[src/rtl/mwrap_pkg.sv]
package mwrap_pkg;

  localparam int unsigned MAX_BEATS = 16;
  localparam int unsigned CNT_W     = $clog2(MAX_BEATS);

  localparam logic CMD_READ  = 1'b0;
  localparam logic CMD_WRITE = 1'b1;

  typedef enum logic [2:0] {
    ST_IDLE,
    ST_FILL,
    ST_REQ,
    ST_GAP,
    ST_SEND,
    ST_STREAM
  } mw_state_e;

  function automatic int unsigned bytes_of(input logic [2:0] code);
    return 32'd8 << code;
  endfunction

endpackage

[src/rtl/mwrap_rst_sync.sv]
module mwrap_rst_sync (
  input  logic clk_i,
  input  logic rst_ni,
  output logic rst_no
);

  logic [1:0] sync_q;

  always_ff @(posedge clk_i or negedge rst_ni) begin
    if (!rst_ni) sync_q <= 2'b00;
    else         sync_q <= {sync_q[0], 1'b1};
  end

  assign rst_no = sync_q[1];

endmodule

[src/rtl/mwrap_wbuf.sv]
module mwrap_wbuf #(
  parameter int unsigned DATA_W = 64,
  parameter int unsigned DEPTH  = 2,
  parameter int unsigned IDX_W  = 1
) (
  input  logic              clk_i,
  input  logic              we_i,
  input  logic [IDX_W-1:0]  widx_i,
  input  logic [DATA_W-1:0] wdata_i,
  input  logic [IDX_W-1:0]  ridx_i,
  output logic [DATA_W-1:0] rdata_o
);

  logic [DATA_W-1:0] mem_q [DEPTH];

  for (genvar g = 0; g < DEPTH; g++) begin : g_slot
    always_ff @(posedge clk_i) begin
      if (we_i && (widx_i == IDX_W'(g))) mem_q[g] <= wdata_i;
    end
  end

  assign rdata_o = mem_q[ridx_i];

endmodule

[src/rtl/mwrap_wmux.sv]
module mwrap_wmux #(
  parameter int unsigned DATA_W = 64
) (
  input  logic              sel_core_i,
  input  logic [DATA_W-1:0] core_data_i,
  input  logic [DATA_W-1:0] buf_data_i,
  output logic [DATA_W-1:0] bus_data_o
);

  assign bus_data_o = sel_core_i ? core_data_i : buf_data_i;

endmodule

[src/rtl/mwrap_ctrl.sv]
module mwrap_ctrl
  import mwrap_pkg::*;
#(
  parameter int unsigned ADDR_W    = 32,
  parameter int unsigned CID_W     = 4,
  parameter int unsigned BUF_BYTES = 16,
  parameter int unsigned IDX_W     = 1
) (
  input  logic              clk_i,
  input  logic              rst_ni,
  input  logic              req_valid_i,
  output logic              req_ready_o,
  input  logic              req_write_i,
  input  logic [ADDR_W-1:0] req_addr_i,
  input  logic [2:0]        req_size_i,
  input  logic              wd_valid_i,
  output logic              wd_ready_o,
  output logic              bus_req_o,
  output logic [ADDR_W-1:0] bus_addr_o,
  output logic              bus_cmd_o,
  output logic [2:0]        bus_size_o,
  output logic [CID_W-1:0]  bus_cid_o,
  output logic              bus_wvalid_o,
  output logic              bus_wlast_o,
  input  logic              bus_ack_i,
  input  logic              bus_nack_i,
  output logic              buf_we_o,
  output logic [IDX_W-1:0]  buf_idx_o,
  output logic              sel_core_o
);

  mw_state_e         st_q, st_d;
  logic              wr_q, wr_d;
  logic              buffered_q, buffered_d;
  logic [2:0]        size_q, size_d;
  logic [ADDR_W-1:0] addr_q, addr_d;
  logic [CID_W-1:0]  cid_q, cid_d;
  logic [CID_W-1:0]  alloc_q, alloc_d;
  logic [CNT_W-1:0]  cnt_q, cnt_d;
  logic [CNT_W-1:0]  last_idx;
  logic              at_last;
  logic              fits;

  assign last_idx = CNT_W'((5'd1 << size_q) - 5'd1);
  assign at_last  = (cnt_q == last_idx);
  assign fits     = (bytes_of(req_size_i) <= BUF_BYTES);

  always_comb begin
    st_d         = st_q;
    wr_d         = wr_q;
    buffered_d   = buffered_q;
    size_d       = size_q;
    addr_d       = addr_q;
    cid_d        = cid_q;
    alloc_d      = alloc_q;
    cnt_d        = cnt_q;
    req_ready_o  = 1'b0;
    wd_ready_o   = 1'b0;
    bus_req_o    = 1'b0;
    bus_wvalid_o = 1'b0;
    bus_wlast_o  = 1'b0;
    buf_we_o     = 1'b0;
    sel_core_o   = 1'b0;
    unique case (st_q)
      ST_IDLE: begin
        req_ready_o = 1'b1;
        if (req_valid_i) begin
          wr_d       = req_write_i;
          buffered_d = req_write_i && fits;
          size_d     = req_size_i;
          addr_d     = req_addr_i;
          cid_d      = alloc_q;
          alloc_d    = alloc_q + 1'b1;
          cnt_d      = '0;
          st_d       = (req_write_i && fits) ? ST_FILL : ST_REQ;
        end
      end
      ST_FILL: begin
        wd_ready_o = 1'b1;
        buf_we_o   = wd_valid_i;
        if (wd_valid_i) begin
          cnt_d = cnt_q + 1'b1;
          if (at_last) st_d = ST_REQ;
        end
      end
      ST_REQ: begin
        bus_req_o = 1'b1;
        if (bus_ack_i) begin
          cnt_d = '0;
          if (!wr_q)          st_d = ST_IDLE;
          else if (buffered_q) st_d = ST_SEND;
          else                 st_d = ST_STREAM;
        end else if (bus_nack_i) begin
          st_d = ST_GAP;
        end
      end
      ST_GAP: begin
        st_d = ST_REQ;
      end
      ST_SEND: begin
        bus_wvalid_o = 1'b1;
        bus_wlast_o  = at_last;
        cnt_d        = cnt_q + 1'b1;
        if (at_last) st_d = ST_IDLE;
      end
      ST_STREAM: begin
        wd_ready_o   = 1'b1;
        sel_core_o   = 1'b1;
        bus_wvalid_o = wd_valid_i;
        bus_wlast_o  = wd_valid_i && at_last;
        if (wd_valid_i) begin
          cnt_d = cnt_q + 1'b1;
          if (at_last) st_d = ST_IDLE;
        end
      end
      default: st_d = ST_IDLE;
    endcase
  end

  always_ff @(posedge clk_i or negedge rst_ni) begin
    if (!rst_ni) begin
      st_q       <= ST_IDLE;
      wr_q       <= CMD_READ;
      buffered_q <= 1'b0;
      size_q     <= '0;
      addr_q     <= '0;
      cid_q      <= '0;
      alloc_q    <= '0;
      cnt_q      <= '0;
    end else begin
      st_q       <= st_d;
      wr_q       <= wr_d;
      buffered_q <= buffered_d;
      size_q     <= size_d;
      addr_q     <= addr_d;
      cid_q      <= cid_d;
      alloc_q    <= alloc_d;
      cnt_q      <= cnt_d;
    end
  end

  assign bus_addr_o = addr_q;
  assign bus_cmd_o  = wr_q;
  assign bus_size_o = size_q;
  assign bus_cid_o  = cid_q;
  assign buf_idx_o  = cnt_q[IDX_W-1:0];

endmodule

[src/rtl/mwr_wrap.sv]
module mwr_wrap #(
  parameter int unsigned ADDR_W    = 32,
  parameter int unsigned DATA_W    = 64,
  parameter int unsigned CID_W     = 4,
  parameter int unsigned MID_W     = 3,
  parameter int unsigned MASTER_ID = 5,
  parameter int unsigned BUF_BYTES = 16
) (
  input  logic              clk_i,
  input  logic              rst_ni,
  input  logic              core_req_valid_i,
  output logic              core_req_ready_o,
  input  logic              core_req_write_i,
  input  logic [ADDR_W-1:0] core_req_addr_i,
  input  logic [2:0]        core_req_size_i,
  input  logic              core_wd_valid_i,
  output logic              core_wd_ready_o,
  input  logic [DATA_W-1:0] core_wd_data_i,
  output logic              cwd_req_o,
  output logic [ADDR_W-1:0] cwd_addr_o,
  output logic              cwd_cmd_o,
  output logic [2:0]        cwd_size_o,
  output logic [CID_W-1:0]  cwd_cid_o,
  output logic [MID_W-1:0]  cwd_mid_o,
  output logic              cwd_wvalid_o,
  output logic [DATA_W-1:0] cwd_wdata_o,
  output logic              cwd_wlast_o,
  input  logic              cwd_ack_i,
  input  logic              cwd_nack_i
);

  localparam int unsigned RAW_DEPTH = BUF_BYTES / 8;
  localparam int unsigned BUF_DEPTH = (RAW_DEPTH < 2) ? 2 : RAW_DEPTH;
  localparam int unsigned IDX_W     = $clog2(BUF_DEPTH);

  logic              rst_n_q;
  logic              buf_we;
  logic [IDX_W-1:0]  buf_idx;
  logic [DATA_W-1:0] buf_rdata;
  logic              sel_core;

  mwrap_rst_sync u_rst (
    .clk_i  (clk_i),
    .rst_ni (rst_ni),
    .rst_no (rst_n_q)
  );

  mwrap_ctrl #(
    .ADDR_W    (ADDR_W),
    .CID_W     (CID_W),
    .BUF_BYTES (BUF_BYTES),
    .IDX_W     (IDX_W)
  ) u_ctrl (
    .clk_i        (clk_i),
    .rst_ni       (rst_n_q),
    .req_valid_i  (core_req_valid_i),
    .req_ready_o  (core_req_ready_o),
    .req_write_i  (core_req_write_i),
    .req_addr_i   (core_req_addr_i),
    .req_size_i   (core_req_size_i),
    .wd_valid_i   (core_wd_valid_i),
    .wd_ready_o   (core_wd_ready_o),
    .bus_req_o    (cwd_req_o),
    .bus_addr_o   (cwd_addr_o),
    .bus_cmd_o    (cwd_cmd_o),
    .bus_size_o   (cwd_size_o),
    .bus_cid_o    (cwd_cid_o),
    .bus_wvalid_o (cwd_wvalid_o),
    .bus_wlast_o  (cwd_wlast_o),
    .bus_ack_i    (cwd_ack_i),
    .bus_nack_i   (cwd_nack_i),
    .buf_we_o     (buf_we),
    .buf_idx_o    (buf_idx),
    .sel_core_o   (sel_core)
  );

  mwrap_wbuf #(
    .DATA_W (DATA_W),
    .DEPTH  (BUF_DEPTH),
    .IDX_W  (IDX_W)
  ) u_wbuf (
    .clk_i   (clk_i),
    .we_i    (buf_we),
    .widx_i  (buf_idx),
    .wdata_i (core_wd_data_i),
    .ridx_i  (buf_idx),
    .rdata_o (buf_rdata)
  );

  mwrap_wmux #(
    .DATA_W (DATA_W)
  ) u_wmux (
    .sel_core_i  (sel_core),
    .core_data_i (core_wd_data_i),
    .buf_data_i  (buf_rdata),
    .bus_data_o  (cwd_wdata_o)
  );

  assign cwd_mid_o = MID_W'(MASTER_ID);

endmodule

[config.mk]
export PLATFORM = sky130hd
export DESIGN_NAME = mwr_wrap
export DESIGN_NICKNAME = d
export VERILOG_FILES = /design/src/rtl/mwrap_pkg.sv /design/src/rtl/mwrap_rst_sync.sv /design/src/rtl/mwrap_wbuf.sv /design/src/rtl/mwrap_wmux.sv /design/src/rtl/mwrap_ctrl.sv /design/src/rtl/mwr_wrap.sv
export SDC_FILE = /design/constraint.sdc
export NUM_CORES = 1
export LEC_CHECK = 0
export BUFFER_PORTS_ARGS = -buffer_cell sky130_fd_sc_hd__buf_2
export CORE_MARGIN = 1.5
export CORE_UTILIZATION = 35
export CTS_BUF_LIST = sky130_fd_sc_hd__clkbuf_4
export CTS_CLUSTER_SIZE = 28
export DETAILED_ROUTE_END_ITERATION = 10
export MAX_ROUTING_LAYER = met4
export SLEW_MARGIN = 15
export SYNTH_ARGS = -nofsm -noshare
export SYNTH_HDL_FRONTEND = slang
export SYNTH_SLANG_ARGS = --single-unit
[constraint.sdc]
create_clock -name clk_i -period 4.05 [get_ports clk_i]
set_clock_uncertainty 0.2 [all_clocks]
set_input_delay 0.2025 -clock clk_i [delete_from_list [all_inputs] [get_ports clk_i]]
set_output_delay 0.2025 -clock clk_i [all_outputs]
set_load 0.005 [all_outputs]
==> metrics <==
CTS Root Cell=clkbuf_4; CTS H-tree depth=4; Post-synth ARST share=0.2967; largest area contributor in the netlist=edfxtp_1; Fmax=302.0 MHz; Non-Filler Instances=1124; CP Data Arrival Time=2.91 ns; xor/xnor share of the synthesized area=0.006977; leak pwr=4.098 nW; startpoint types=flip-flop; Worst slew margin=0.3179; share of layout cells above drive strength 1=0.3145; endpoint class of the critical path=output port; outcome=finished clean; Mapped Cells=520; mapped cell area=~7500 um^2; slew of the pin with the lowest slew margin=1.023 ns; unrepaired setup endpoints after global routing=no; first-pass GRT wire length=25590 um; Post-synth top flop=edfxtp_1; clock sink total=182; distinct cell type count after synthesis=44; Synth top cells by count=edfxtp_1, nor2_1, a21oi_1; main combinational cell family by area after synthesis=multiplexers; port bufs=214; Seq/Total Area, Yosys=0.6897; die area=22410 um^2; CP max stage cell=dfrtp_1; Post-CTS Setup Repair Bufs=0; vias in the first global route=5170; count leader, synth=edfxtp_1; CTS tree=done; die height=149.7 um; post_cts resized=0; max-slew violations=0; Worst Path Max Fanout=66; Tmin final=3.311 ns; area share of the largest cell type after synthesis=0.5103; Iter 0 DRT Violations=between 200 and 300; # fillers=1848; CP peak stage delay=just under 0.6 ns; fin crit share=0.8175; detailed placement HPWL=10730 um; # hold bufs at CTS=107; Synth Area in Simple Gates=0.06528; gpl congestion=roughly 0.78; mux contribution to synthesized area=0.1497; Routed WL per cell=14.82 um; total track usage=0.1512; largest net degree at the start of global routing=67; die width=149.7 um; clock-pin slew on the worst setup and hold paths=between 0.15 and 0.2 ns; Syn. warnings=0; Routed Wire Length=between 15000 and 20000 um; Core Area=21090 um^2; adder and majority gate portion of the synthesized area=0.004983; row count=53; global route total overflow=0; vias per inst=4.655; # DRC=0; peak supply drop=roughly 180 uV; compound-gate portion of the synthesized area=0.05581; top cells by area, synth=edfxtp_1, dfrtp_1, mux2i_1, mux2_1, a21oi_1; max_cap viols=0; worst endpoint required time=3.65 ns; clock latency on the worst-skew pair=0.54 ns; DR vias=5232; total power=around 5.3 mW; antenna violations before repair=0; register bit total from synthesis=182; ANT cells=0; I/O pin count=218; fin nets=945; final hold viol count=0; number of flops mapped to enable cells by yosys=128; CP Class=flip-flop to output port; Power Density=around 520 nW/um^2; router iterations before antenna repair=4; Starting Density=0.3572; setup TNS=0 ns; ANT nets after route=0; crit-path cells=and2b_1 > nand2_4 > buf_4 > nor2_1 > a21oi_1 > buf_2; mean post-synth cell area=14.49 um^2; Final Setup Violations=0; clock buffer depth=2; CTS buffer count=17; Cells after DPL=approximately 1000; Hold Crit Class=flip-flop to async pin; Area growth syn-to-layout=35.91%
-- metrics by stage --
| stage | utilization | hold slack [ns] | cell area (um^2) | worst slack, ns |
|---|---|---|---|---|
| final | 0.4855 | 0.1684 | 10240 | 0.7392 |
| after detailed placement | 0.4200 | -0.2105 | 8857 | 1.361 |
| after global routing | 0.4855 | 0.1088 | 10240 | 0.4820 |
| after global placement | 0.4200 | -0.2103 | 8857 | 1.483 |
| after CTS | 0.4853 | 0.09408 | 10230 | 0.6781 |
| after floorplan | - | -0.2931 | 7555 | 0.3385 |
-- path summary, 6_finish.rpt --
path                                       from                 to  slack [ns]  cells after the start
min reg2reg                     u_rst.sync_q[1]  u_ctrl.alloc_q[2]        0.17                      0
max                              u_ctrl.st_q[1]    cwd_wdata_o[17]        0.74                      6
max reg2reg                u_ctrl.bus_size_o[2]     u_ctrl.st_q[1]        1.15                      7
min                             u_rst.sync_q[1]  u_ctrl.alloc_q[2]        0.17                      0
max in group asynchronous       u_rst.sync_q[1]    u_ctrl.cnt_q[0]        3.00                      0
min in group clk_i              u_rst.sync_q[0]    u_rst.sync_q[1]        0.17                      0
-- registers in the layout, indices dropped and copies added, names as in the netlist --
register           cells
u_ctrl.bus_cid_o       4
u_ctrl.cnt_q           4
u_ctrl.alloc_q         4
u_rst.sync_q           2
u_ctrl.bus_addr_o     32
u_ctrl.st_q            3
u_wbuf.mem_q         128
u_ctrl.bus_size_o      3
u_ctrl.buffered_q      1
u_ctrl.bus_cmd_o       1
-- area by class of cell --
class	instances	area [um^2]	share of cell area
clock inverter	15	178.9	0.01748
multi-input combinational	304	2170	0.2119
inverter	4	15.01	0.001467
clock buffer	17	127.6	0.01247
timing repair buffer	327	2200	0.2149
tap	275	344.1	0.03361
sequential	182	5202	0.5082
-- per-layer routing --
metal,vias to the layer above,global-route usage,routed length (um)
met5,-,-,0
met4,0,0.04412,138
met1,2489,0.1916,7626
met2,193,0.2482,7828
li1,2542,-,-
met3,8,0.02774,1068
-- critical path: cells and delay by family (launching register included) --
| family | cells | cell delay, ns |
|---|---|---|
| AND/OR/NAND/NOR | 3 | 0.97 |
| buffers and inverters | 2 | 0.62 |
| flip-flops | 1 | 0.58 |
| AO/OA/AOI/OAI | 1 | 0.15 |
-- where the power goes --
group	total, mW	internal (mW)	leakage [nW]	switching (mW)
Sequential	2.58	2.35	1.80	0.230
Combinational	1.66	0.856	2.14	0.804
Clock	1.04	0.343	0.156	0.696
Total	5.28	3.55	4.10	1.73
-- cell families after synthesis --
family,Yosys count
AO/OA/AOI/OAI,78
AND/OR/NAND/NOR,106
XOR/XNOR,6
multiplexers,107
adder cells (fa/ha/maj),3
flip-flops,182
other,2
buffers and inverters,36
-- cells in the final DEF (no fill, tap or decap), types with 4 or more instances in the layout --
cell	Yosys	layout
a21oi_1	66	66
buf_2	16	214
buf_4	6	5
clkbuf_4	0	17
conb_1	2	4
dfrtp_1	54	52
dlygate4sd3_1	0	107
edfxtp_1	128	128
inv_8	0	6
mux2_1	41	41
mux2i_1	65	65
nand2_1	8	7
nand3_1	6	6
nor2_1	70	70
Power figures use the tool's default switching activity.
